===== config.mk =====
export PLATFORM = sky130hd
export DESIGN_NAME = irq_merge_ctrl
export DESIGN_NICKNAME = d
export VERILOG_FILES = /design/src/rtl/irq_merge_pkg.sv /design/src/rtl/irq_rst_sync.sv /design/src/rtl/irq_src_state.sv /design/src/rtl/irq_mask_regs.sv /design/src/rtl/irq_prio_sel.sv /design/src/rtl/nmi_edge_latch.sv /design/src/rtl/irq_merge_ctrl.sv
export SDC_FILE = /design/constraint.sdc
export NUM_CORES = 1
export LEC_CHECK = 0
export CORE_MARGIN = 3
export CORE_UTILIZATION = 36
export DETAILED_ROUTE_END_ITERATION = 10
export PLACE_DENSITY = 0.81
export SYNTH_ARGS = -nofsm -noshare
export SYNTH_HDL_FRONTEND = slang
export SYNTH_SLANG_ARGS = --single-unit

===== constraint.sdc =====
create_clock -name clk -period 1.6 [get_ports clk]
set_input_delay 0.4 -clock clk [delete_from_list [all_inputs] [get_ports clk]]
set_output_delay 0.4 -clock clk [all_outputs]
set_load 0.02 [all_outputs]

===== src/rtl/irq_merge_pkg.sv =====
package irq_merge_pkg;
  localparam int NSRC     = 3;
  localparam int VEC_W    = 2;
  // status and mask bit positions
  localparam int BIT_EXT2 = 0;
  localparam int BIT_EXT1 = 1;
  localparam int BIT_TMR  = 2;
  // register offsets
  localparam logic [1:0] OFF_MASK = 2'd2;
  localparam logic [1:0] OFF_STAT = 2'd3;
  localparam logic [VEC_W-1:0] VEC_NONE = 2'd3;

  typedef logic [NSRC-1:0] src_vec_t;

  // priority rank p (0 = highest) maps onto bit index NSRC-1-p
  function automatic int rank_bit(input int p);
    return NSRC - 1 - p;
  endfunction
endpackage


===== src/rtl/irq_rst_sync.sv =====
module irq_rst_sync #(
  parameter int STAGES = 2
) (
  input  logic clk,
  input  logic rst_n,
  output logic rst_sync_n
);
  logic [STAGES-1:0] sh_q;

  always_ff @(posedge clk or negedge rst_n) begin
    if (!rst_n) sh_q <= '0;
    else        sh_q <= {sh_q[STAGES-2:0], 1'b1};
  end

  assign rst_sync_n = sh_q[STAGES-1];
endmodule


===== src/rtl/irq_src_state.sv =====
module irq_src_state
  import irq_merge_pkg::*;
(
  input  logic     clk,
  input  logic     rst_n,
  input  logic     ext1_lvl,
  input  logic     ext2_lvl,
  input  logic     tmr_fire,
  input  logic     tmr_ack,
  output src_vec_t pend
);
  src_vec_t pend_q, pend_d;

  always_comb begin
    pend_d           = pend_q;
    pend_d[BIT_EXT1] = ext1_lvl;
    pend_d[BIT_EXT2] = ext2_lvl;
    if (tmr_fire)     pend_d[BIT_TMR] = 1'b1;
    else if (tmr_ack) pend_d[BIT_TMR] = 1'b0;
  end

  always_ff @(posedge clk or negedge rst_n) begin
    if (!rst_n) pend_q <= '0;
    else        pend_q <= pend_d;
  end

  assign pend = pend_q;
endmodule


===== src/rtl/irq_mask_regs.sv =====
module irq_mask_regs
  import irq_merge_pkg::*;
#(
  parameter int DATA_W = 8
) (
  input  logic              clk,
  input  logic              rst_n,
  input  logic [1:0]        reg_addr,
  input  logic              reg_wr,
  input  logic [DATA_W-1:0] reg_wdata,
  input  src_vec_t          pend,
  output src_vec_t          mask,
  output logic              tmr_ack,
  output logic [DATA_W-1:0] reg_rdata
);
  localparam int PAD_W = DATA_W - NSRC;

  src_vec_t mask_q, mask_d;
  logic     mask_en;

  assign mask_en = reg_wr && (reg_addr == OFF_MASK);
  assign tmr_ack = reg_wr && (reg_addr == OFF_STAT);

  always_comb begin
    mask_d = mask_q;
    if (mask_en) mask_d = reg_wdata[NSRC-1:0];
  end

  always_ff @(posedge clk or negedge rst_n) begin
    if (!rst_n) mask_q <= '0;
    else        mask_q <= mask_d;
  end

  always_comb begin
    case (reg_addr)
      OFF_MASK: reg_rdata = {{PAD_W{1'b0}}, mask_q};
      OFF_STAT: reg_rdata = {{PAD_W{1'b0}}, pend};
      default:  reg_rdata = '0;
    endcase
  end

  assign mask = mask_q;
endmodule


===== src/rtl/irq_prio_sel.sv =====
module irq_prio_sel
  import irq_merge_pkg::*;
(
  input  src_vec_t         pend,
  input  src_vec_t         mask,
  input  logic             irq_dis_n,
  output logic             cpu_irq,
  output logic [VEC_W-1:0] vec_sel
);
  src_vec_t live;
  assign live = pend & ~mask;

  always_comb begin
    vec_sel = VEC_NONE;
    // walk from lowest rank up so the highest live rank is left standing
    for (int p = NSRC - 1; p >= 0; p--) begin
      if (live[rank_bit(p)]) vec_sel = VEC_W'(p);
    end
  end

  assign cpu_irq = (|live) & irq_dis_n;
endmodule


===== src/rtl/nmi_edge_latch.sv =====
module nmi_edge_latch (
  input  logic clk,
  input  logic rst_n,
  input  logic nmi_in,
  input  logic nmi_taken,
  output logic nmi_pend
);
  logic prev_q, prev_d;
  logic hold_q, hold_d;
  logic rise;

  assign rise = nmi_in & ~prev_q;

  always_comb begin
    prev_d = nmi_in;
    hold_d = hold_q;
    if (rise)           hold_d = 1'b1;
    else if (nmi_taken) hold_d = 1'b0;
  end

  always_ff @(posedge clk or negedge rst_n) begin
    if (!rst_n) begin
      prev_q <= 1'b0;
      hold_q <= 1'b0;
    end else begin
      prev_q <= prev_d;
      hold_q <= hold_d;
    end
  end

  assign nmi_pend = hold_q;
endmodule


===== src/rtl/irq_merge_ctrl.sv =====
module irq_merge_ctrl
  import irq_merge_pkg::*;
#(
  parameter int DATA_W = 8
) (
  input  logic              clk,
  input  logic              rst_n,
  input  logic              ext1_lvl,
  input  logic              ext2_lvl,
  input  logic              tmr_fire,
  input  logic [1:0]        reg_addr,
  input  logic              reg_wr,
  input  logic [DATA_W-1:0] reg_wdata,
  output logic [DATA_W-1:0] reg_rdata,
  input  logic              irq_dis_n,
  input  logic              nmi_in,
  input  logic              nmi_taken,
  output logic              nmi_pend,
  output logic              cpu_irq,
  output logic [VEC_W-1:0]  vec_sel
);
  logic     rst_sync_n;
  logic     tmr_ack;
  src_vec_t pend;
  src_vec_t mask;

  irq_rst_sync #(.STAGES(2)) u_rst (
    .clk        (clk),
    .rst_n      (rst_n),
    .rst_sync_n (rst_sync_n)
  );

  irq_src_state u_src (
    .clk      (clk),
    .rst_n    (rst_sync_n),
    .ext1_lvl (ext1_lvl),
    .ext2_lvl (ext2_lvl),
    .tmr_fire (tmr_fire),
    .tmr_ack  (tmr_ack),
    .pend     (pend)
  );

  irq_mask_regs #(.DATA_W(DATA_W)) u_regs (
    .clk       (clk),
    .rst_n     (rst_sync_n),
    .reg_addr  (reg_addr),
    .reg_wr    (reg_wr),
    .reg_wdata (reg_wdata),
    .pend      (pend),
    .mask      (mask),
    .tmr_ack   (tmr_ack),
    .reg_rdata (reg_rdata)
  );

  irq_prio_sel u_prio (
    .pend      (pend),
    .mask      (mask),
    .irq_dis_n (irq_dis_n),
    .cpu_irq   (cpu_irq),
    .vec_sel   (vec_sel)
  );

  nmi_edge_latch u_nmi (
    .clk       (clk),
    .rst_n     (rst_sync_n),
    .nmi_in    (nmi_in),
    .nmi_taken (nmi_taken),
    .nmi_pend  (nmi_pend)
  );
endmodule


==> results.ini <==
[global_routing]
grt_pass1_vias=373
grt_start_max_net_pins=9
antenna_found_initial=0
grt_pass1_wl_mm=1.43
grt_overflow=0
grt_util_all_layers_pct=10.3

[placed_design]
gp_congestion=0.679
pre_cts_slack_ns=-0.632
placedCellCount=79
dp_hpwl_um=737
port_buffers=20

[synthesis]
netlist.area_leader.share_pct=52.4
synth_most_common_cell=dfrtp_1
yosys.area.top_type=dfrtp_1
ys_seq_elements=10
async_flop_share_pct=100
syn-cell-area_um2=478
synth_commonest_cells=dfrtp_1 (10), nor2b_1 (6), buf_4 (5), mux2_4 (3), mux2i_1 (3)
yosysSeqAreaShare_pct=52.4
yosys_warnings=0
synth_flop_cell=dfrtp_1
yosysUniqueCellTypes=15
synth-edff-count=0
synth_area_leaders=dfrtp_1 (52%), mux2_4 (9.4%), buf_4 (7.9%), nor2b_1 (7.9%), mux2i_1 (6.3%)
netlist_instances=39
avgSynthCellArea_um2=12.3

[clock_tree]
clock_sinks=10
cts.reportedPaths.clkPinSlew_ns=0.06
hold_buffers=0
clock_path_buffers=2
cts-root-buf=clkbuf_4
htree_levels=1
numCtsBuffers=3
clock_latency_ns=0.26
cts_tree=yes

[detailed_routing]
postRouteAntennaNets=0
drt-total-wl_um=872
top_layer=met3
drt-met1-wl_um=368
vias=360
routedWlPerCell_um=10.4
drtIter0Drc=3
route.detailed.drc=0
via_per_inst=4.29
wl_met3_um=91
wl_met2_um=412
first_pass_iters=2

[floorplanning]
die_y_um=42.4
die_area_mm2=0.00180
num_rows=12
die_x_um=42.4
core_mm2=0.00117
io_pins=31
floorplan.initialDensity_pct=40.8

[worst_hold_path]
hold_class=flip-flop to async pin

[sta]
fmax_ghz=0.622
fin_skew_ns=0.00175
slew_violations=0
rsz0062_at_grt=true
worst_slack_ns=-0.00833
setup_viol=1
finalHoldViolCount=0
period_share_pct=101
finalCriticalPeriod_ns=1.61

[worst_setup_path]
critical_path_class=flip-flop to output port
worst_ep_required_time_ns=1.20
r2r_slack_ns=0.54
rr_startpoint=u_regs.mask[1]$_DFFE_PN0P_
cp.arrival_ns=1.21
startpoint_type=flip-flop
critPathMaxFanout=2
startpoint=u_src.pend[1]$_DFF_PN0_
end_kind=output port

[status]
status=complete, but fails checks
violations=setup timing

[final_layout]
final_nets=90
stdcell_count=84
area_delta_synth_final_pct=60.2
antennaDiodeCount=0
layout-drive-gt1-share_pct=38.6

[job]
drv_cap=0

[power]
p_total_mw=0.752
leakage_nw=0.391
ir_drop_v=0.000600
power-per-cell-area_mw_per_mm2=983

worst max-delay path: stages, from the launching register on:
cell	delay, ns
dfrtp_1	0.38
nor2b_4	0.13
o31a_1	0.30
buf_6	0.13
state kept, by name, summed over array words and instances, names as in the netlist:
signal	count
u_nmi.nmi_pend	1
u_src.pend	3
u_nmi.prev_q	1
u_regs.mask	3
u_rst.sh_q	2
metal layers:
| metal | vias up | track usage [%] |
|---|---|---|
| met3 | 0 | 3.43 |
| met1 | 159 | 11.8 |
| li1 | 181 | - |
| met4 | 0 | 3.73 |
| met5 | - | 0 |
| met2 | 20 | 17.6 |
power by group:
part,switching (mW),leakage [nW],internal (mW)
sequential,0.0234,0.114,0.278
clock,0.0868,0.0210,0.138
combinational,0.0944,0.255,0.132
final timing paths:
path,endpoint,depth (start not counted)
hold / removal,u_src.pend[1]$_DFF_PN0_,0
min in group clk,u_rst.sh_q[1]$_DFF_PN0_,0
setup reg to reg,u_regs.mask[1]$_DFFE_PN0P_,3
hold reg to reg,u_src.pend[1]$_DFF_PN0_,0
setup / recovery,cpu_irq,3
max in group asynchronous,u_rst.sh_q[1]$_DFF_PN0_,1
cell families after synthesis:
logic type      after synthesis  share of synthesized area, %
buf+inv                       7                          9.43
flops                        10                          52.4
compound gates                4                          5.76
simple gates                 10                          15.2
other cells                   2                          1.57
mux                           6                          15.7
stage by stage:
stage	util [%]	instance area, um^2	TNS [ns]	hold slack (ns)
final	65.4	766	-0.00833	0.125
after floorplan	-	493	0	0.0946
after global routing	65.4	766	-0.0809	0.160
after global placement	62.0	726	-2.39	0.124
after CTS	65.2	763	-0.0189	0.141
after detailed placement	62.0	726	-2.58	0.141
layout make-up:
class                           instances  area, um^2
Fill cell                              98         405
Sequential cell                        10         251
Timing Repair Buffer                   28         238
Multi-Input combinational cell         26         215
Clock buffer                            4        36.3
Tap cell                               14        17.5
Inverter                                2        7.51
layout by cell type, fill, tap and decap left out:
cell type / synthesis / layout
clkdlybuf4s50_1: 0 / 11
buf_4: 5 / 9
dfrtp_1: 10 / 9
conb_1: 2 / 6
buf_2: 0 / 4
mux2i_1: 3 / 3
nor2b_1: 6 / 3
mux2_4: 3 / 3
clkbuf_4: 0 / 3
nor2b_4: 0 / 2
inv_1: 2 / 2
dlygate4sd2_1: 0 / 2
nor2b_2: 0 / 1
o31a_1: 1 / 1
nor2_1: 1 / 1
nand3_1: 1 / 1
a21o_1: 1 / 1
nand3b_4: 1 / 1
o22ai_1: 1 / 1
nand2b_1: 1 / 1
a21oi_1: 1 / 1
clkbuf_8: 0 / 1
clkdlybuf4s15_2: 0 / 1
buf_6: 0 / 1
dfrtp_2: 0 / 1
repair_timing:
item | CTS | global route
setup endpoints to repair | 7 | 4
setup buffers | 1 | 0
gates resized for setup | 34 | 4
pin swaps | 1 | 2
(Power assumes the default switching activity.)
